`config.mk`:
```
export PLATFORM = sky130hd
export DESIGN_NAME = lq_order_q
export DESIGN_NICKNAME = d
export VERILOG_FILES = /design/src/rtl/lq_order_pkg.sv /design/src/rtl/lq_trim.sv /design/src/rtl/lq_match.sv /design/src/rtl/lq_order_q.sv
export SDC_FILE = /design/constraint.sdc
export NUM_CORES = 2
export LEC_CHECK = 0
export BUFFER_PORTS_ARGS = -buffer_cell sky130_fd_sc_hd__buf_2
export CORE_ASPECT_RATIO = 1.4
export CORE_UTILIZATION = 60
export DETAILED_ROUTE_END_ITERATION = 6
export PLACE_DENSITY = 0.78
export SLEW_MARGIN = 0
export SYNTH_ARGS = -nofsm -noshare
export SYNTH_HDL_FRONTEND = slang
export SYNTH_SLANG_ARGS = --single-unit
export TNS_END_PERCENT = 20
```
`constraint.sdc`:
```
create_clock -name clk -period 12.8 [get_ports clk]
set_input_delay 2.56 -clock clk [delete_from_list [all_inputs] [get_ports clk]]
set_output_delay 2.56 -clock clk [all_outputs]
set_load 0.1 [all_outputs]
```
`src/rtl/lq_order_pkg.sv`:
```
// Shared types for the load queue.
// Assumes nothing beyond being compiled before the modules that import it.
package lq_order_pkg;

    // Which end of the ring a trimming scan starts from.
    typedef enum logic {
        TRIM_OLDEST   = 1'b0,
        TRIM_YOUNGEST = 1'b1
    } trim_dir_e;

endpackage

```
`src/rtl/lq_trim.sv`:
```
// Counts how many consecutive loads, scanned from one end of the ring,
// satisfy the trimming condition against a bound. Scanning from the
// oldest end, the condition is seq <= bound (commit). Scanning from the
// youngest end, it is seq > bound (squash).
// Assumes DEPTH is a power of two, so slot arithmetic wraps naturally.
module lq_trim
    import lq_order_pkg::*;
#(
    parameter int        DEPTH = 8,
    parameter int        SEQ_W = 16,
    parameter trim_dir_e DIR   = TRIM_OLDEST,
    localparam int       IDX_W = $clog2(DEPTH),
    localparam int       CNT_W = $clog2(DEPTH + 1)
) (
    input  logic [SEQ_W-1:0] seq_q [DEPTH],
    input  logic [IDX_W-1:0] head,
    input  logic [CNT_W-1:0] count,
    input  logic [SEQ_W-1:0] bound,
    output logic [CNT_W-1:0] run
);

    logic [DEPTH-1:0] hit_ord;

    for (genvar k = 0; k < DEPTH; k++) begin : g_scan
        logic [IDX_W-1:0] slot;
        logic             live;
        assign live = CNT_W'(k) < count;
        if (DIR == TRIM_OLDEST) begin : g_old
            assign slot       = head + IDX_W'(k);
            assign hit_ord[k] = live && (seq_q[slot] <= bound);
        end else begin : g_young
            assign slot       = head + IDX_W'(count) - IDX_W'(1) - IDX_W'(k);
            assign hit_ord[k] = live && (seq_q[slot] > bound);
        end
    end

    // Length of the unbroken run of qualifying loads from the scan start.
    always_comb begin
        logic stop;
        run  = '0;
        stop = 1'b0;
        for (int k = 0; k < DEPTH; k++) begin
            if (!stop) begin
                if (hit_ord[k]) run = run + CNT_W'(1);
                else            stop = 1'b1;
            end
        end
    end

endmodule

```
`src/rtl/lq_match.sv`:
```
// Store-to-load ordering search: finds the oldest executed load that is
// younger than the store and whose address block tag equals the store's.
// Assumes DEPTH is a power of two and tags are pre-shifted by the caller.
module lq_match #(
    parameter int  DEPTH = 8,
    parameter int  SEQ_W = 16,
    parameter int  TAG_W = 24,
    localparam int IDX_W = $clog2(DEPTH),
    localparam int CNT_W = $clog2(DEPTH + 1)
) (
    input  logic [SEQ_W-1:0] seq_q [DEPTH],
    input  logic [TAG_W-1:0] tag_q [DEPTH],
    input  logic [DEPTH-1:0] done_q,
    input  logic [IDX_W-1:0] head,
    input  logic [CNT_W-1:0] count,
    input  logic [SEQ_W-1:0] st_seq,
    input  logic [TAG_W-1:0] st_tag,
    output logic             hit,
    output logic [IDX_W-1:0] hit_idx
);

    logic [DEPTH-1:0] cand;

    for (genvar k = 0; k < DEPTH; k++) begin : g_cmp
        logic [IDX_W-1:0] slot;
        assign slot    = head + IDX_W'(k);
        assign cand[k] = (CNT_W'(k) < count) && done_q[slot]
                         && (seq_q[slot] > st_seq) && (tag_q[slot] == st_tag);
    end

    // Priority pick: the lowest age offset wins, so the oldest match is reported.
    always_comb begin
        hit     = 1'b0;
        hit_idx = head;
        for (int k = DEPTH - 1; k >= 0; k--) begin
            if (cand[k]) begin
                hit     = 1'b1;
                hit_idx = head + IDX_W'(k);
            end
        end
    end

endmodule

```
`src/rtl/lq_order_q.sv`:
```
// Load queue ring. Allocates loads in program order, records executed
// addresses, flags the oldest younger load hit by an executing store
// (256-byte granularity by default), commits from the old end and
// squashes from the young end.
// Assumes DEPTH is a power of two and that sequence numbers increase in
// program order without wrapping. A store is compared against the queue
// contents as they stand before the edge that samples it.
module lq_order_q
    import lq_order_pkg::*;
#(
    parameter int  DEPTH    = 8,
    parameter int  SEQ_W    = 16,
    parameter int  ADDR_W   = 32,
    parameter int  GRAN_SH  = 8,
    parameter int  SQ_DEPTH = 16,
    localparam int IDX_W    = $clog2(DEPTH),
    localparam int CNT_W    = $clog2(DEPTH + 1),
    localparam int SQ_CW    = $clog2(SQ_DEPTH + 1),
    localparam int TAG_W    = ADDR_W - GRAN_SH
) (
    input  logic              clk,
    input  logic              rst_n,
    input  logic              alloc_vld,
    input  logic [SEQ_W-1:0]  alloc_seq,
    output logic              alloc_ok,
    output logic [IDX_W-1:0]  alloc_idx,
    input  logic              exec_vld,
    input  logic [IDX_W-1:0]  exec_idx,
    input  logic [ADDR_W-1:0] exec_addr,
    input  logic              st_vld,
    input  logic [SEQ_W-1:0]  st_seq,
    input  logic [ADDR_W-1:0] st_addr,
    input  logic              viol_rd,
    output logic              viol_pulse,
    output logic              viol_pend,
    output logic [SEQ_W-1:0]  viol_seq,
    output logic [IDX_W-1:0]  viol_idx,
    input  logic              cmt_vld,
    input  logic [SEQ_W-1:0]  cmt_bound,
    input  logic              sqh_vld,
    input  logic [SEQ_W-1:0]  sqh_bound,
    input  logic [SQ_CW-1:0]  sq_free,
    output logic [CNT_W-1:0]  free_cnt,
    output logic              full,
    output logic [CNT_W-1:0]  lq_count
);

    logic [SEQ_W-1:0] seq_q [DEPTH];
    logic [TAG_W-1:0] tag_q [DEPTH];
    logic [DEPTH-1:0] done_q;
    logic [IDX_W-1:0] head;
    logic [CNT_W-1:0] count;
    logic [IDX_W-1:0] tail;
    logic [CNT_W-1:0] cm_run, sq_run, cm_take;
    logic             alloc_fire, exec_ok, m_hit;
    logic [IDX_W-1:0] m_idx, exec_off;
    logic             unused_low;

    assign unused_low = ^{exec_addr[GRAN_SH-1:0], st_addr[GRAN_SH-1:0]};

    // Free-slot arithmetic: the smaller free space minus the reserved slot.
    always_comb begin
        int room, lim;
        room     = DEPTH - int'(count);
        lim      = (room < int'(sq_free)) ? room : int'(sq_free);
        free_cnt = (lim > 0) ? CNT_W'(lim - 1) : '0;
    end

    assign full       = (free_cnt == '0);
    assign tail       = head + IDX_W'(count);
    assign alloc_idx  = tail;
    assign alloc_ok   = !full && !sqh_vld;
    assign alloc_fire = alloc_vld && alloc_ok;
    assign cm_take    = (cmt_vld && !sqh_vld) ? cm_run : '0;
    assign exec_off   = exec_idx - head;
    assign exec_ok    = exec_vld && (CNT_W'(exec_off) < count);
    assign lq_count   = count;

    lq_trim #(.DEPTH(DEPTH), .SEQ_W(SEQ_W), .DIR(TRIM_OLDEST)) u_cmt (
        .seq_q(seq_q), .head(head), .count(count), .bound(cmt_bound), .run(cm_run)
    );

    lq_trim #(.DEPTH(DEPTH), .SEQ_W(SEQ_W), .DIR(TRIM_YOUNGEST)) u_sqh (
        .seq_q(seq_q), .head(head), .count(count), .bound(sqh_bound), .run(sq_run)
    );

    lq_match #(.DEPTH(DEPTH), .SEQ_W(SEQ_W), .TAG_W(TAG_W)) u_match (
        .seq_q(seq_q), .tag_q(tag_q), .done_q(done_q), .head(head), .count(count),
        .st_seq(st_seq), .st_tag(st_addr[ADDR_W-1:GRAN_SH]),
        .hit(m_hit), .hit_idx(m_idx)
    );

    // Ring pointer and occupancy: squash wins, otherwise commit and allocate.
    always_ff @(posedge clk) begin
        if (!rst_n) begin
            head  <= '0;
            count <= '0;
        end else if (sqh_vld) begin
            count <= count - sq_run;
        end else begin
            head  <= head + IDX_W'(cm_take);
            count <= count - cm_take + CNT_W'(alloc_fire);
        end
    end

    // Per-slot payload: sequence number on allocation, block tag on execution.
    always_ff @(posedge clk) begin
        if (alloc_fire) seq_q[tail] <= alloc_seq;
        if (exec_ok)    tag_q[exec_idx] <= exec_addr[ADDR_W-1:GRAN_SH];
    end

    // Executed flags: cleared on allocation, set when the address arrives.
    always_ff @(posedge clk) begin
        if (!rst_n) begin
            done_q <= '0;
        end else begin
            if (alloc_fire) done_q[tail] <= 1'b0;
            if (exec_ok)    done_q[exec_idx] <= 1'b1;
        end
    end

    // Violation report: latch the first hit, hold it until it is read.
    always_ff @(posedge clk) begin
        if (!rst_n) begin
            viol_pulse <= 1'b0;
            viol_pend  <= 1'b0;
            viol_seq   <= '0;
            viol_idx   <= '0;
        end else begin
            viol_pulse <= 1'b0;
            if (!viol_pend && st_vld && m_hit) begin
                viol_pulse <= 1'b1;
                viol_pend  <= 1'b1;
                viol_seq   <= seq_q[m_idx];
                viol_idx   <= m_idx;
            end else if (viol_rd) begin
                viol_pend  <= 1'b0;
            end
        end
    end

endmodule

```
==> results of run 1 <==
==> cell usage after synthesis (all sizes together), types with 14 or more instances <==
| master | count |
|---|---|
| a221oi | 158 |
| o221ai | 28 |
| and3 | 28 |
| o22ai | 27 |
| mux2 | 147 |
| a22oi | 54 |
| nor2 | 150 |
| a21oi | 186 |
| mux2i | 256 |
| nand3b | 35 |
| o211ai | 17 |
| a221o | 34 |
| or2 | 25 |
| edfxtp | 320 |
| and2 | 24 |
| a22o | 18 |
| xor2 | 14 |
| dfxtp | 36 |
| o31ai | 16 |
| a211oi | 23 |
| nor2b | 55 |
| a21o | 95 |
| inv | 125 |
| o21ai | 146 |
| nor3 | 66 |
| nand2 | 504 |
| nand4 | 113 |
| nand3 | 85 |
| buf | 208 |
| clkbuf | 150 |
| xnor2 | 166 |
| nor4 | 21 |
| o21a | 67 |
| nand2b | 31 |
| a2111oi | 17 |
| mux4 | 434 |
| ha | 416 |
==> metrics by stage <==
step	hold slack, ns	cells	setup WS, ns
after CTS	0.489	5513	3.00
after floorplan	0.520	4520	0.406
after global placement	0.458	5447	3.02
after detailed placement	0.471	5447	2.97
==> routing by layer <==
layer | GRT usage [%] | overflow
met1 | 58.5 | 0
met2 | 86.3 | 4
met5 | 3.22 | 0
met4 | 64.2 | 9
met3 | 24.6 | 0
==> cells by family after synthesis <==
kind of cell / count (synthesis) / share of synthesized area, %
simple gates: 1228 / 13.1
compound gates: 1009 / 15.5
xor+xnor: 180 / 3.36
buf+inv: 489 / 4.84
mux: 837 / 29.9
fa+ha+maj: 421 / 11.3
flops: 356 / 22.0
==> flow_metrics.py, run 1 <==
metrics = {
    "logic_synthesis": {
        "yosys_warnings": 0,
        "synth.net_count": 5085,
        "synth.largest_area_cell": "sky130_fd_sc_hd__edfxtp_1",
        "asyncSetResetFlopFracSynth_pct": 0,
        "syn-instance-count": 4520,
        "synth.distinct_cells": 109,
        "synth_top_area_share_pct": 20.5,
        "synth.yosys.seq_area_share_pct": 22.0,
        "synth_area_per_cell_um2": 10.4,
        "synth-main-ff-cell": "sky130_fd_sc_hd__edfxtp_1",
        "synth.ff_latch_count": 356,
        "synth_edf_count": 320,
        "netlist_area_mm2": 0.0469,
        "post_synth_main_area_contributors": "sky130_fd_sc_hd__edfxtp_1, sky130_fd_sc_hd__mux4_2, sky130_fd_sc_hd__ha_1",
    },
    "place": {
        "dp_hpwl_um": 164000,
        "port-buffer-count": 161,
        "gp_routability_congestion": 1.19,
        "post_place_instance_area_mm2": 0.0482,
    },
    "clock_tree": {
        "cts.hold.buffers_added": 0,
        "cts.path.max_buffers": 3,
        "numClockSinks": 356,
        "cts_resized": 0,
        "cts_inserted_buffers": 36,
        "cts_setup_buffers": 0,
        "cts_max_level": 2,
        "cts_root_buf": "sky130_fd_sc_hd__clkbuf_16",
    },
    "die": {
        "row_count": 121,
        "die_h_um": 333,
        "floorplan.initialDensity_pct": 60.4,
        "pin_count": 178,
        "die_width_um": 238,
    },
    "outcome": {
        "outcome": "stopped before the end",
        "stop_stage": "global routing (5_1_grt)",
        "toolErrorMsg": "[ERROR GRT-0116] Global routing finished with congestion. Check the congestion regions in the DRC Viewer.",
    },
    "grt": {
        "grt.overflow.total": 13,
        "global_route_wire_length_before_repair_um": 330000,
        "grt_util_all_layers_pct": 58.3,
        "first_global_vias": 44605,
        "grt_start_max_net_pins": 134,
    },
}
==> run 2, diff against run 1 <==
Settings changed: CORE_ASPECT_RATIO 1.4 to unset, CORE_UTILIZATION 60 to 40, PLACE_DENSITY 0.78 to unset, PLACE_DENSITY_LB_ADDON set to 0.15.
==> run 2 against run 1 <==
Against the previous run:
- the flow now finishes, with violations (design-rule violations)
- synthesized cell count unchanged
- area after synthesis unchanged
==> flow_metrics.py, run 2 <==
metrics = {
    "outcome": {
        "outcome": "complete, but fails checks",
        "violations_in_the_final_reports": "design-rule violations",
    },
    "flow_run": {
        "cap_violations": 0,
    },
    "die": {
        "floorplan.initialDensity_pct": 40.4,
        "floorplan.die_area_mm2": 0.119,
        "die_width_um": 345,
        "row_count": 125,
        "standard_cell_core_area_mm2": 0.116,
        "pin_count": 178,
        "die_h_um": 345,
    },
    "logic_synthesis": {
        "synth_edf_count": 320,
        "synth.ff_latch_count": 356,
        "synth.cells.most_frequent": "sky130_fd_sc_hd__nand2_1, sky130_fd_sc_hd__mux4_2, sky130_fd_sc_hd__ha_1",
        "synth.net_count": 5085,
        "asyncSetResetFlopFracSynth_pct": 0,
        "synth_top_area_share_pct": 20.5,
        "syn-instance-count": 4520,
        "post_synth_main_area_contributors": "sky130_fd_sc_hd__edfxtp_1, sky130_fd_sc_hd__mux4_2, sky130_fd_sc_hd__ha_1",
        "netlist_area_mm2": 0.0469,
        "yosys_warnings": 0,
        "synth.largest_area_cell": "sky130_fd_sc_hd__edfxtp_1",
        "synth.distinct_cells": 109,
        "post-synth-top-count-cell": "sky130_fd_sc_hd__nand2_1",
        "synth.yosys.seq_area_share_pct": 22.0,
        "synth_area_per_cell_um2": 10.4,
        "synth-main-ff-cell": "sky130_fd_sc_hd__edfxtp_1",
    },
    "clock_tree": {
        "cts_max_level": 2,
        "cts_root_buf": "sky130_fd_sc_hd__clkbuf_16",
        "cts.clk_slew.worst_paths_ns": 0.06,
        "numClockSinks": 356,
        "tritoncts_clock_tree": "built",
        "cts_inserted_buffers": 39,
        "cts.path.max_buffers": 3,
        "worstSkewPairLatency_ns": 0.63,
        "cts_resized": 0,
        "cts_setup_buffers": 0,
        "cts.hold.buffers_added": 0,
    },
    "worst_setup_path": {
        "reg2reg_from": "head[0]$_SDFFE_PN0N_",
        "critical_path.startpoint": "head[0]$_SDFFE_PN0N_",
        "crit_top_cell": "sky130_fd_sc_hd__ha_1",
        "worstPathRequired_ns": 13.25,
        "regToRegSetupSlack_ns": 2.54,
        "critPathSlowestCell": "sky130_fd_sc_hd__ha_4",
        "rr_worst_depth": 35,
        "timing_worst_setup_path_type": "register to register",
        "timing.rr.end": "lq_count[3]$_SDFF_PN0_",
        "crit_path_dat_ns": 10.71,
        "critical_path.max_fanout": 53,
        "critPathLaunchType": "register",
        "critical-path-max-stage-delay_ns": 0.99,
        "critical_path.endpoint": "lq_count[3]$_SDFF_PN0_",
        "endpoint_kind": "register",
    },
    "cells_and_area": {
        "final_cells": 5992,
        "largest_register": "tag_q",
        "postLayoutCellArea_mm2": 0.0499,
        "area_growth_pct": 6.38,
        "biggestRegsByFlops": "tag_q: 192 flops, seq_q: 128 flops, viol_seq: 16 flops",
        "layout-drive-gt1-share_pct": 21.4,
        "number_of_nets_in_the_layout": 4999,
        "filler_cells": 11147,
        "leading_cell_types_in_the_layout_fill_and_taps_excluded": "sky130_fd_sc_hd__nand2_1, sky130_fd_sc_hd__mux4_2, sky130_fd_sc_hd__ha_1, sky130_fd_sc_hd__edfxtp_1, sky130_fd_sc_hd__mux2i_1",
        "largest_reg_flops": 192,
        "leading_cell_type_in_the_layout_fill_and_taps_excluded": "sky130_fd_sc_hd__nand2_1",
    },
    "timing": {
        "max_slew_margin_pct": 8.92,
        "worst_hold_slack_ns": 0.472,
        "fmaxAchievable_mhz": 97.5,
        "rsz0062_at_grt": "false",
        "final-setup-viol-count": 0,
        "final_period_minus_worst_setup_slack_ns": 10.26,
        "clock_skew_ns": 0.0560,
        "timing.final.hold_violations": 0,
        "worstMarginPinSlew_ns": 1.36,
        "crit_share_post_route_pct": 80.2,
        "final-max-slew-violation-count": 0,
        "tns_ns": 0,
        "final.setup.worst_slack_ns": 2.54,
    },
    "grt": {
        "first_global_vias": 38630,
        "grt_util_met3_pct": 6.87,
        "number_of_antenna_violations_at_the_first_check_in_global_routing": 12,
        "top_usage_layer": "met2",
        "grtUsageMet2_pct": 56.9,
        "grt_start_max_net_pins": 111,
        "global_route_wire_length_before_repair_um": 303000,
        "grt_util_all_layers_pct": 36.1,
        "met1_usage_pct": 46.2,
        "grt.overflow.total": 0,
    },
    "min_path": {
        "hold_path.startpoint": "viol_idx[2]$_SDFFE_PN0P_",
        "worst_hold_path_type": "register to register",
    },
    "power_and_ir_drop": {
        "vdd_drop_max_v": 0.000348,
        "power.leakage_nw": 18.1,
        "power-per-cell-area_mw_per_mm2": 146,
    },
    "place": {
        "port-buffer-count": 161,
        "number_of_cells_in_the_design_after_placement": 5917,
        "dp_hpwl_um": 169000,
        "post-place-ws_ns": 2.56,
        "gp_routability_congestion": 1.07,
        "post_place_instance_area_mm2": 0.0487,
    },
    "routing": {
        "drt-pass1-iter-count": 7,
        "totalWireLength_um": 219000,
        "dr_vias_cell": 7.00,
        "routedWlPerCell_um": 36.5,
        "antenna_violating_nets_post_route": 0,
        "detail_route.drc_violations": 2,
        "routed-via-count": 41954,
        "initialDrtViolationCount": 5191,
    },
}
==> run 2: cell counts after synthesis <==
No cell type changed its count.
==> run 2: metal layers <==
metal	wire length, um	vias to the layer above
met2	99100	2379
li1	-	17944
met4	15100	10
met3	20100	425
met5	66	-
met1	84500	21196
==> run 2: cells by family (layout without fill, tap and decap cells) <==
logic type	Yosys count	after routing	synth area share, %
buf+inv	489	433	4.84
xor+xnor	180	180	3.36
simple gates	1228	1228	13.1
fa+ha+maj	421	421	11.3
other cells	0	4	0
mux	837	837	29.9
flops	356	356	22.0
compound gates	1009	1009	15.5
==> run 2: report_power, final <==
part	internal (mW)	total [mW]	switching, mW
Combinational	1.82	4.71	2.89
Clock	0.604	1.11	0.510
Sequential	1.33	1.45	0.117
Total	3.75	7.27	3.52
==> run 2: worst max-delay path: cells and delay by family, from the launching register on <==
kind,cells,cell delay (ns)
simple gates,12,2.38
xor+xnor,1,0.10
flops,1,0.87
buf+inv,3,0.95
compound gates,7,1.52
fa+ha+maj,9,3.32
mux,3,0.89
==> run 2: metrics by stage <==
stage,power (mW),util (%)
2_1_floorplan,4.69,-
3_3_place_gp,6.05,41.9
3_5_place_dp,6.08,41.9
4_1_cts,7.21,43.0
5_1_grt,7.62,43.0
6_report,7.27,43.0
==> run 2: worst min-delay path by stage <==
stage	endpoint	cells after the start
4_1_cts	viol_idx[2]$_SDFFE_PN0P_	2
6_report	viol_idx[2]$_SDFFE_PN0P_	2
2_1_floorplan	done_q[4]$_SDFF_PN0_	2
3_3_place_gp	viol_idx[2]$_SDFFE_PN0P_	2
5_1_grt	viol_idx[2]$_SDFFE_PN0P_	2
3_5_place_dp	viol_idx[2]$_SDFFE_PN0P_	2
==> run 2: cell type report <==
type / count / area, um2 / share of cell area, %
multi-input cells: 3675 / 34600 / 69.2
clock inverters: 16 / 163 / 0.326
diodes: 4 / 10.0 / 0.0200
clock buffers: 55 / 1080 / 2.16
repair buffers: 231 / 1370 / 2.74
inverters: 131 / 497 / 0.995
well taps: 1524 / 1910 / 3.82
flip-flops and latches: 356 / 10300 / 20.7
Note: power is estimated with default switching activity, not from simulation.
